File: src/rtl/wdt_router_pkg.sv
package wdt_router_pkg;
    localparam int ADDR_W   = 16;
    localparam int DATA_W   = 8;
    localparam int CODE_W   = 3;
    localparam int CFG_W    = CODE_W + 1;
    localparam int IRQ_N    = 5;
    localparam logic [ADDR_W-1:0] ADDR_STOP   = 16'h4002;
    localparam logic [ADDR_W-1:0] ADDR_EVENT  = 16'h4004;
    localparam logic [ADDR_W-1:0] ADDR_STATUS = 16'h4005;

    typedef struct packed {
        logic             rst_en;
        logic [CODE_W-1:0] code;
    } evt_cfg_t;

    typedef struct packed {
        logic             expired;
        logic             alarm;
        logic             rst;
        logic [IRQ_N-1:0] irq;
    } evt_state_t;
endpackage

File: src/rtl/wdt_cfg_regs.sv
module wdt_cfg_regs
    import wdt_router_pkg::*;
#(
    parameter int AW = ADDR_W,
    parameter int DW = DATA_W,
    parameter logic [AW-1:0] EVT_ADDR = ADDR_EVENT
) (
    input  logic          clk,
    input  logic          rst_n,
    input  logic [AW-1:0] addr,
    input  logic [DW-1:0] wdata,
    input  logic          wr,
    output evt_cfg_t      cfg_q
);
    evt_cfg_t cfg_d;

    always_comb begin
        cfg_d = cfg_q;
        if (wr && addr == EVT_ADDR)
            cfg_d = evt_cfg_t'(wdata[CFG_W-1:0]);
    end

    always_ff @(posedge clk) begin
        if (!rst_n) cfg_q <= '0;
        else        cfg_q <= cfg_d;
    end

    // a write to the event register is visible on the next cycle
    a_r2_write_stores: assert property (@(posedge clk) disable iff (!rst_n)
        (wr && addr == EVT_ADDR) |=> (cfg_q == $past(wdata[CFG_W-1:0])));

    // without a write to it the register keeps its value
    a_r2_hold: assert property (@(posedge clk) disable iff (!rst_n)
        !(wr && addr == EVT_ADDR) |=> $stable(cfg_q));
endmodule

File: src/rtl/wdt_route_decode.sv
module wdt_route_decode
    import wdt_router_pkg::*;
#(
    parameter int CW = CODE_W,
    parameter int N  = IRQ_N
) (
    input  logic [CW-1:0] code,
    output logic [N-1:0]  route
);
    // Code value i+1 selects line i; every other code selects nothing.
    for (genvar i = 0; i < N; i++) begin : g_line
        assign route[i] = (code == CW'(i + 1));
    end
endmodule

File: src/rtl/wdt_event_latch.sv
module wdt_event_latch
    import wdt_router_pkg::*;
#(
    parameter int N = IRQ_N
) (
    input  logic         clk,
    input  logic         rst_n,
    input  logic         expiry,
    input  logic         stop,
    input  logic         rst_en,
    input  logic [N-1:0] route,
    output evt_state_t   st_q
);
    evt_state_t st_d;

    always_comb begin
        st_d = st_q;
        if (stop) begin
            st_d = '0;
        end else if (expiry && !st_q.expired) begin
            st_d.expired = 1'b1;
            st_d.alarm   = 1'b1;
            st_d.rst     = rst_en;
            st_d.irq     = route;
        end
    end

    always_ff @(posedge clk) begin
        if (!rst_n) st_q <= '0;
        else        st_q <= st_d;
    end

    // never more than one interrupt line
    a_r3_one_line: assert property (@(posedge clk) disable iff (!rst_n)
        $onehot0(st_q.irq));

    // any expiry not cancelled by a stop raises the alarm
    a_r6_alarm_on_expiry: assert property (@(posedge clk) disable iff (!rst_n)
        (expiry && !stop) |=> st_q.alarm);

    // reset and interrupts only appear together with the alarm
    a_r5_rst_needs_alarm: assert property (@(posedge clk) disable iff (!rst_n)
        (st_q.rst || st_q.irq != '0) |-> st_q.alarm);

    // stop clears everything at the next edge
    a_r8_stop_clears: assert property (@(posedge clk) disable iff (!rst_n)
        stop |=> (!st_q.alarm && !st_q.rst && st_q.irq == '0 && !st_q.expired));

    // an asserted event holds until stop
    a_r9_hold: assert property (@(posedge clk) disable iff (!rst_n)
        (st_q.alarm && !stop) |=> (st_q.alarm && $stable(st_q.irq) && $stable(st_q.rst)));
endmodule

File: src/rtl/wdt_event_router.sv
module wdt_event_router
    import wdt_router_pkg::*;
(
    input  logic              clk,
    input  logic              rst_n,
    input  logic [ADDR_W-1:0] host_addr,
    input  logic [DATA_W-1:0] host_wdata,
    input  logic              host_wr,
    input  logic              host_rd,
    output logic [DATA_W-1:0] host_rdata,
    input  logic              expiry_pulse,
    input  logic              stop_req,
    output logic [IRQ_N-1:0]  irq_lines,
    output logic              reset_out,
    output logic              alarm_out
);
    evt_cfg_t         cfg_q;
    evt_state_t       st_q;
    logic [IRQ_N-1:0] route;
    logic             stop;

    assign stop = stop_req || (host_rd && host_addr == ADDR_STOP);

    wdt_cfg_regs #(.AW(ADDR_W), .DW(DATA_W), .EVT_ADDR(ADDR_EVENT)) i_cfg (
        .clk   (clk),
        .rst_n (rst_n),
        .addr  (host_addr),
        .wdata (host_wdata),
        .wr    (host_wr),
        .cfg_q (cfg_q)
    );

    wdt_route_decode #(.CW(CODE_W), .N(IRQ_N)) i_dec (
        .code  (cfg_q.code),
        .route (route)
    );

    wdt_event_latch #(.N(IRQ_N)) i_latch (
        .clk    (clk),
        .rst_n  (rst_n),
        .expiry (expiry_pulse),
        .stop   (stop),
        .rst_en (cfg_q.rst_en),
        .route  (route),
        .st_q   (st_q)
    );

    always_comb begin
        host_rdata = '0;
        if (host_rd) begin
            if (host_addr == ADDR_EVENT)
                host_rdata = DATA_W'(cfg_q);
            else if (host_addr == ADDR_STATUS)
                host_rdata = DATA_W'(st_q.expired);
        end
    end

    assign irq_lines = st_q.irq;
    assign reset_out = st_q.rst;
    assign alarm_out = st_q.alarm;

    // idle read port returns zero
    a_r10_idle_zero: assert property (@(posedge clk) disable iff (!rst_n)
        !host_rd |-> (host_rdata == '0));

    // status read mirrors the alarm state, upper bits zero
    a_r7_status_bits: assert property (@(posedge clk) disable iff (!rst_n)
        (host_rd && host_addr == ADDR_STATUS) |-> (host_rdata == DATA_W'(alarm_out)));
endmodule

File: config.mk
export PLATFORM = sky130hd
export DESIGN_NAME = wdt_event_router
export DESIGN_NICKNAME = d
export VERILOG_FILES = /design/src/rtl/wdt_router_pkg.sv /design/src/rtl/wdt_cfg_regs.sv /design/src/rtl/wdt_route_decode.sv /design/src/rtl/wdt_event_latch.sv /design/src/rtl/wdt_event_router.sv
export SDC_FILE = /design/constraint.sdc
export NUM_CORES = 1
export LEC_CHECK = 0
export BUFFER_PORTS_ARGS = -buffer_cell sky130_fd_sc_hd__buf_2
export CAP_MARGIN = 0
export CORE_MARGIN = 1.5
export CORE_UTILIZATION = 35
export CTS_CLUSTER_DIAMETER = 50
export DETAILED_ROUTE_END_ITERATION = 16
export PLACE_DENSITY = 0.7
export SYNTH_ARGS = -nofsm -noshare
export SYNTH_HDL_FRONTEND = slang
export SYNTH_SLANG_ARGS = --single-unit
File: constraint.sdc
create_clock -name clk -period 1.7 [get_ports clk]
set_input_delay 0.17 -clock clk [delete_from_list [all_inputs] [get_ports clk]]
set_output_delay 0.17 -clock clk [all_outputs]
set_load 0.1 [all_outputs]
==> results of run 1 <==
==> final cells by class <==
type                       instances  area (µm²)
multi-input combinational         55       427.9
sequential                        11       224.0
timing repair buffer              37       247.7
fill                             169       735.7
tap                               25       31.28
clock buffer                       4       26.28
inverter                           4       15.01
==> where the power goes <==
group	leakage (nW)	switching, mW	internal (mW)
combinational	0.312	0.0869	0.0352
clock	0.0150	0.0880	0.0909
sequential	0.0894	0.00121	0.258
total	0.416	0.176	0.384
==> sequential cells by signal, summed over array words and instances, names as in the netlist <==
signal / count
i_cfg.cfg_q: 4
i_latch.st_q: 7
==> placed cells by master, fill, tap and decap left out <==
cell type,Yosys,layout
and2_2,0,3
conb_1,1,4
mux2i_2,0,1
buf_2,0,32
dfxtp_1,11,10
or3_4,1,1
a21oi_1,4,4
o31ai_1,4,4
and3_1,1,1
a22oi_1,5,5
nand3_4,0,1
nand2_1,1,1
nor4_4,0,4
inv_1,4,4
nand3_1,1,1
nor2_1,11,11
or2b_2,1,1
dfxtp_4,0,1
clkbuf_1,1,1
nand2b_1,2,2
o311ai_4,1,1
buf_4,4,1
clkbuf_4,0,3
nor3b_1,2,2
or3b_4,1,1
nor3_1,2,2
mux2i_1,2,1
buf_12,0,4
nand4_1,4,4
==> cells by family (layout without fill, tap and decap cells) <==
logic type / Yosys count / in the layout / share of synthesized area
AO/OA/AOI/OAI: 14 / 14 / 0.1809
multiplexers: 2 / 2 / 0.03181
flip-flops: 11 / 11 / 0.3499
AND/OR/NAND/NOR: 35 / 35 / 0.3539
other: 1 / 4 / 0.005958
buffers and inverters: 9 / 45 / 0.07752
==> synth_stat cells (3+ instances only) <==
| master | n |
|---|---|
| dfxtp_1 | 11 |
| nand4_1 | 4 |
| buf_4 | 4 |
| a22oi_1 | 5 |
| and2_1 | 3 |
| o31ai_1 | 4 |
| inv_1 | 4 |
| a21oi_1 | 4 |
| nor4_2 | 3 |
| nor2_1 | 11 |
==> critical path, delay by kind of cell <==
family	cells	cell delay, ns
buffers and inverters	3	0.51
AND/OR/NAND/NOR	3	0.79
==> worst paths after layout <==
kind / slack [ns] / endpoint / cells past startpoint / start
worst max register to register: 0.45 / i_latch.st_q[3] / 4 / i_latch.st_q[7]
worst min-delay path: 0.13 / i_latch.st_q[7] / 3 / expiry_pulse
worst max-delay path: 0.06 / host_rdata[0] / 6 / host_addr[9]
worst min register to register: 0.50 / i_cfg.cfg_q[3] / 2 / i_cfg.cfg_q[3]
==> metrics by stage <==
stage                     setup TNS, ns  total power [mW]  instances  utilization
after detailed placement              0            0.3863        132       0.5487
after global placement                0            0.3836        132       0.5487
final                                 0            0.5600        136       0.5692
after floorplan                 -0.2561            0.3499         75            -
after global routing           -0.01356            0.5779        136       0.5692
after CTS                             0            0.5634        136       0.5641
==> routing by layer <==
metal | vias to the layer above | track usage | share of wire
li1 | 335 | - | -
met1 | 292 | 0.1756 | 0.40
met2 | 30 | 0.3070 | 0.53
met3 | 3 | 0.03571 | 0.058
met4 | 0 | 0.08824 | 0.013
met5 | - | 0 | 0
==> flow_metrics.tcl, run 1 <==
set metrics [dict create \
    synth_enable_flop_cells 0 \
    grt_pass1_wl_um 2490 \
    cts_resized 0 \
    fp.dieArea_um2 2062 \
    drive_above_1_share 0.4865 \
    min_period_ns 1.644 \
    end_kind "primary output" \
    cts_sinks 11 \
    vias 660 \
    avgViaCountPerCell 4.853 \
    cts_max_path_buffers 2 \
    netlist_area_um2 629.4 \
    grt_overflow 0 \
    worstSkewPairLatency_ns 0.27 \
    p_leak_nw 0.4163 \
    yosys_register_bits 11 \
    place_area_um2 937.1 \
    htreeDepth 1 \
    hpwl_um 1238 \
    synth.top_cell.area_share 0.3499 \
    port_buffers 36 \
    yosysSeqAreaShare 0.3499 \
    drc 0 \
    initial_core_util 0.3685 \
    antenna_found_initial 0 \
    area_growth_pct 54.47 \
    setup_viol 0 \
    cp_cell_sequence "buf_2 > nor4_4 > nand3_4 > buf_4 > nor4_4 > buf_12" \
    holdWs_ns 0.1320 \
    worstSetupPathType "input pin to primary output" \
    worstPathMaxFanout 6 \
    postCtsSetupBuffers 0 \
    place_ws_ns 0.04564 \
    status "complete, no violations" \
    netlist_instances 72 \
    synth.avg_cell_area_um2 8.741 \
    yosysUniqueCellTypes 25 \
    drtPass1Iterations 4 \
    design_area_um2 972.2 \
    cts_inserted_buffers 3 \
    hp-class "input pin to flip-flop" \
    crit_slowest_cell "nor4_4" \
    cp_common_cell "nor4_4" \
    die_h_um 45.41 \
    wirelength_um 1483 \
    synthTopCellsByArea "dfxtp_1 35%, nor2_1 6.6%, a22oi_1 6.0%" \
    diodes 0 \
    crit_required_ns 1.53 \
    maxSlewViolCount 0 \
    ys.flop_type "dfxtp_1" \
    synth_area_leader_cell "dfxtp_1" \
    fin_skew_ns 0.007595 \
    cts-root-buf "clkbuf_4" \
    ioPinCount 45 \
    cp-start-kind "input pin" \
    critPathArrivalTime_ns 1.47 \
    grt_pass1_vias 641 \
    gp_congestion 0.8243 \
    hold_viol 0 \
    fin_ws_ns 0.05555 \
    tritoncts "built" \
    yosysWarnings 0 \
    timing.final.crit_share 0.9673 \
    grt_usage 0.1678 \
    cts_hold_buf 0 \
    wl_per_cell_um 10.90 \
    drt_iter0_drc 10 \
    async_flop_share 0 \
    grt_max_degree 10 \
    die_width_um 45.41 \
    max-cap-violations 0 \
    timing.fmax_mhz 608.1 \
    path_clk_slew_ns 0.07 \
    num_rows 15 \
    vdd_drop_max_mv 0.2631 \
    rsz0062_at_grt "true" \
    power.density_nw_per_um2 576.0 \
    placeableCoreArea_um2 1708 \
    slowest_delay_ns 0.34 \
    postRouteAntennaNets 0 \
    fin_nets 142 \
]
No activity file was read; power rests on OpenSTA's default activity.
==> run 2, diff against run 1 <==
--- a/config.mk
+++ b/config.mk
@@ -7,11 +7,13 @@
 export LEC_CHECK = 0
 export BUFFER_PORTS_ARGS = -buffer_cell sky130_fd_sc_hd__buf_2
 export CAP_MARGIN = 0
+export CELL_PAD_IN_SITES_DETAIL_PLACEMENT = 0
+export CELL_PAD_IN_SITES_GLOBAL_PLACEMENT = 2
 export CORE_MARGIN = 1.5
-export CORE_UTILIZATION = 35
+export CORE_UTILIZATION = 20
 export CTS_CLUSTER_DIAMETER = 50
 export DETAILED_ROUTE_END_ITERATION = 16
-export PLACE_DENSITY = 0.7
+export PLACE_DENSITY_LB_ADDON = 0.1
 export SYNTH_ARGS = -nofsm -noshare
 export SYNTH_HDL_FRONTEND = slang
 export SYNTH_SLANG_ARGS = --single-unit
==> flow_metrics.tcl, run 2 (same netlist as run 1, synthesis figures left out) <==
set metrics [dict create \
    postRouteAntennaNets 0 \
    critical-path-top-delay-family "simple AND/OR/NAND/NOR gates" \
    fin_nets 142 \
    path_buf_inv 2 \
    slowest_delay_ns 0.33 \
    rsz0062_at_grt "false" \
    swShare 0.3163 \
    grt_max_degree 10 \
    crit_slowest_cell "nor4_4" \
    avgViaCountPerCell 4.129 \
    final_cell_mix "32 x buf_2, 11 x nor2_1, 10 x dfxtp_1, 5 x a22oi_1" \
    place_ws_ns 0.005105 \
    largest_reg_flops 7 \
    seqPwrFrac 0.461 \
    vdd_drop_max_mv 0.3736 \
    cts_sinks 11 \
    fp.dieArea_um2 3492 \
    path_clk_slew_ns 0.07 \
    drtPass1Iterations 2 \
    drc 0 \
    gp_congestion 0.6887 \
    fin_skew_ns 0.002444 \
    drive_above_1_share 0.4865 \
    area_growth_pct 58.25 \
    max-cap-violations 0 \
    ioPinCount 45 \
    p_sw_mw 0.1775 \
    p_leak_nw 0.4163 \
    end_kind "primary output" \
    fin_ws_ns 0.07285 \
    diodes 0 \
    power.density_nw_per_um2 563.3 \
    worstSkewPairLatency_ns 0.27 \
    num_rows 20 \
    status "complete, no violations" \
    maxSlewViolCount 0 \
    die_width_um 59.10 \
    vias 640 \
    hpwl_um 1373 \
    grt_pass1_vias 638 \
    design_area_um2 996.0 \
    reg.largest.list "i_latch.st_q x7, i_cfg.cfg_q x4" \
    layout_commonest_cell "buf_2" \
    regMostFlops "i_latch.st_q" \
    placeableCoreArea_um2 3028 \
    n_fill_cell 332 \
    place_area_um2 960.9 \
    worstPathMaxFanout 3 \
    port_buffers 36 \
    cts_inserted_buffers 3 \
    p_comb_frac 0.219 \
    hp-class "input pin to flip-flop" \
    timing.fmax_mhz 614.6 \
    clkPwrFrac 0.320 \
    wirelength_um 1598 \
    wl_per_cell_um 10.31 \
    cts_max_path_buffers 2 \
    drt_iter0_drc 12 \
    p_int_mw 0.3836 \
    htreeDepth 1 \
    setup_viol 0 \
    cp_common_cell "nor4_4" \
    tritoncts "built" \
    cp-start-kind "input pin" \
    grt_usage 0.1062 \
    crit_required_ns 1.53 \
    initial_core_util 0.2079 \
    postCtsSetupBuffers 0 \
    timing.final.crit_share 0.9571 \
    cts_hold_buf 0 \
    grt_pass1_wl_um 2766 \
    die_h_um 59.10 \
    grt_overflow 0 \
    cts-root-buf "clkbuf_4" \
    cp_cell_sequence "buf_2 > nor4_4 > nand3_4 > nor4_4 > and2_2 > buf_12" \
    worstSetupPathType "input pin to primary output" \
    antenna_found_initial 0 \
    fin_util 0.3289 \
    hold_viol 0 \
    critPathArrivalTime_ns 1.46 \
    min_period_ns 1.627 \
]
## run 2: cell counts in the layout (fill, tap and decap cells not counted)
No cell type changed its count.
## run 2: area by class of cell
cell class	instances	area [µm²]	area share
clock buffer	4	26.28	0.02638
timing repair buffer	37	247.7	0.2487
sequential	11	224.0	0.2249
multi-input combinational	55	427.9	0.4296
tap	44	55.05	0.05528
inverter	4	15.01	0.01508
## run 2: power groups by stage
stage	clock network (mW)	logic, mW	registers, mW
global route	0.202	0.132	0.259
global placement	0	0.122	0.265
floorplan	0	0.0767	0.273
detailed placement	0	0.122	0.265
CTS	0.188	0.122	0.259
finish	0.179	0.123	0.259
## run 2: final timing paths
check                                      from         endpoint  slack (ns)  cells after the start
worst max-delay path               host_addr[9]    host_rdata[2]        0.07                      6
worst min-delay path               expiry_pulse  i_latch.st_q[7]        0.13                      3
worst max register to register  i_latch.st_q[7]  i_latch.st_q[3]        0.38                      4
worst min register to register  i_latch.st_q[5]  i_latch.st_q[5]        0.50                      2
## run 2: routing by layer
layer / vias to the layer above / wire, µm / global-route usage / share of wire
met5: - / 0 / 0 / 0
met4: 0 / 8 / 0.02922 / 0.0050
met3: 2 / 114 / 0.04148 / 0.071
met2: 20 / 746 / 0.1698 / 0.47
met1: 284 / 729 / 0.1326 / 0.46
li1: 334 / - / - / -
## run 2: timing repair
item | 4_1_cts | 5_1_grt
setup endpoints to repair | 0 | 3
gates resized for setup | 0 | 1
endpoints found under the hold margin | 0 | 0
## run 2: worst min-delay path, stage by stage
cell	delay, ns
buf_2	0.09
nor2_1	0.03
nor2_1	0.06
## run 2: metrics by stage
step	hold slack, ns	instances	setup TNS, ns	power, mW
after global routing	0.1529	155	0	0.5932
final	0.1257	155	0	0.5611
after global placement	0.3923	151	0	0.3867
after detailed placement	0.4041	151	0	0.3870
after floorplan	0.2845	75	-0.2561	0.3499
after CTS	0.1219	155	0	0.5689
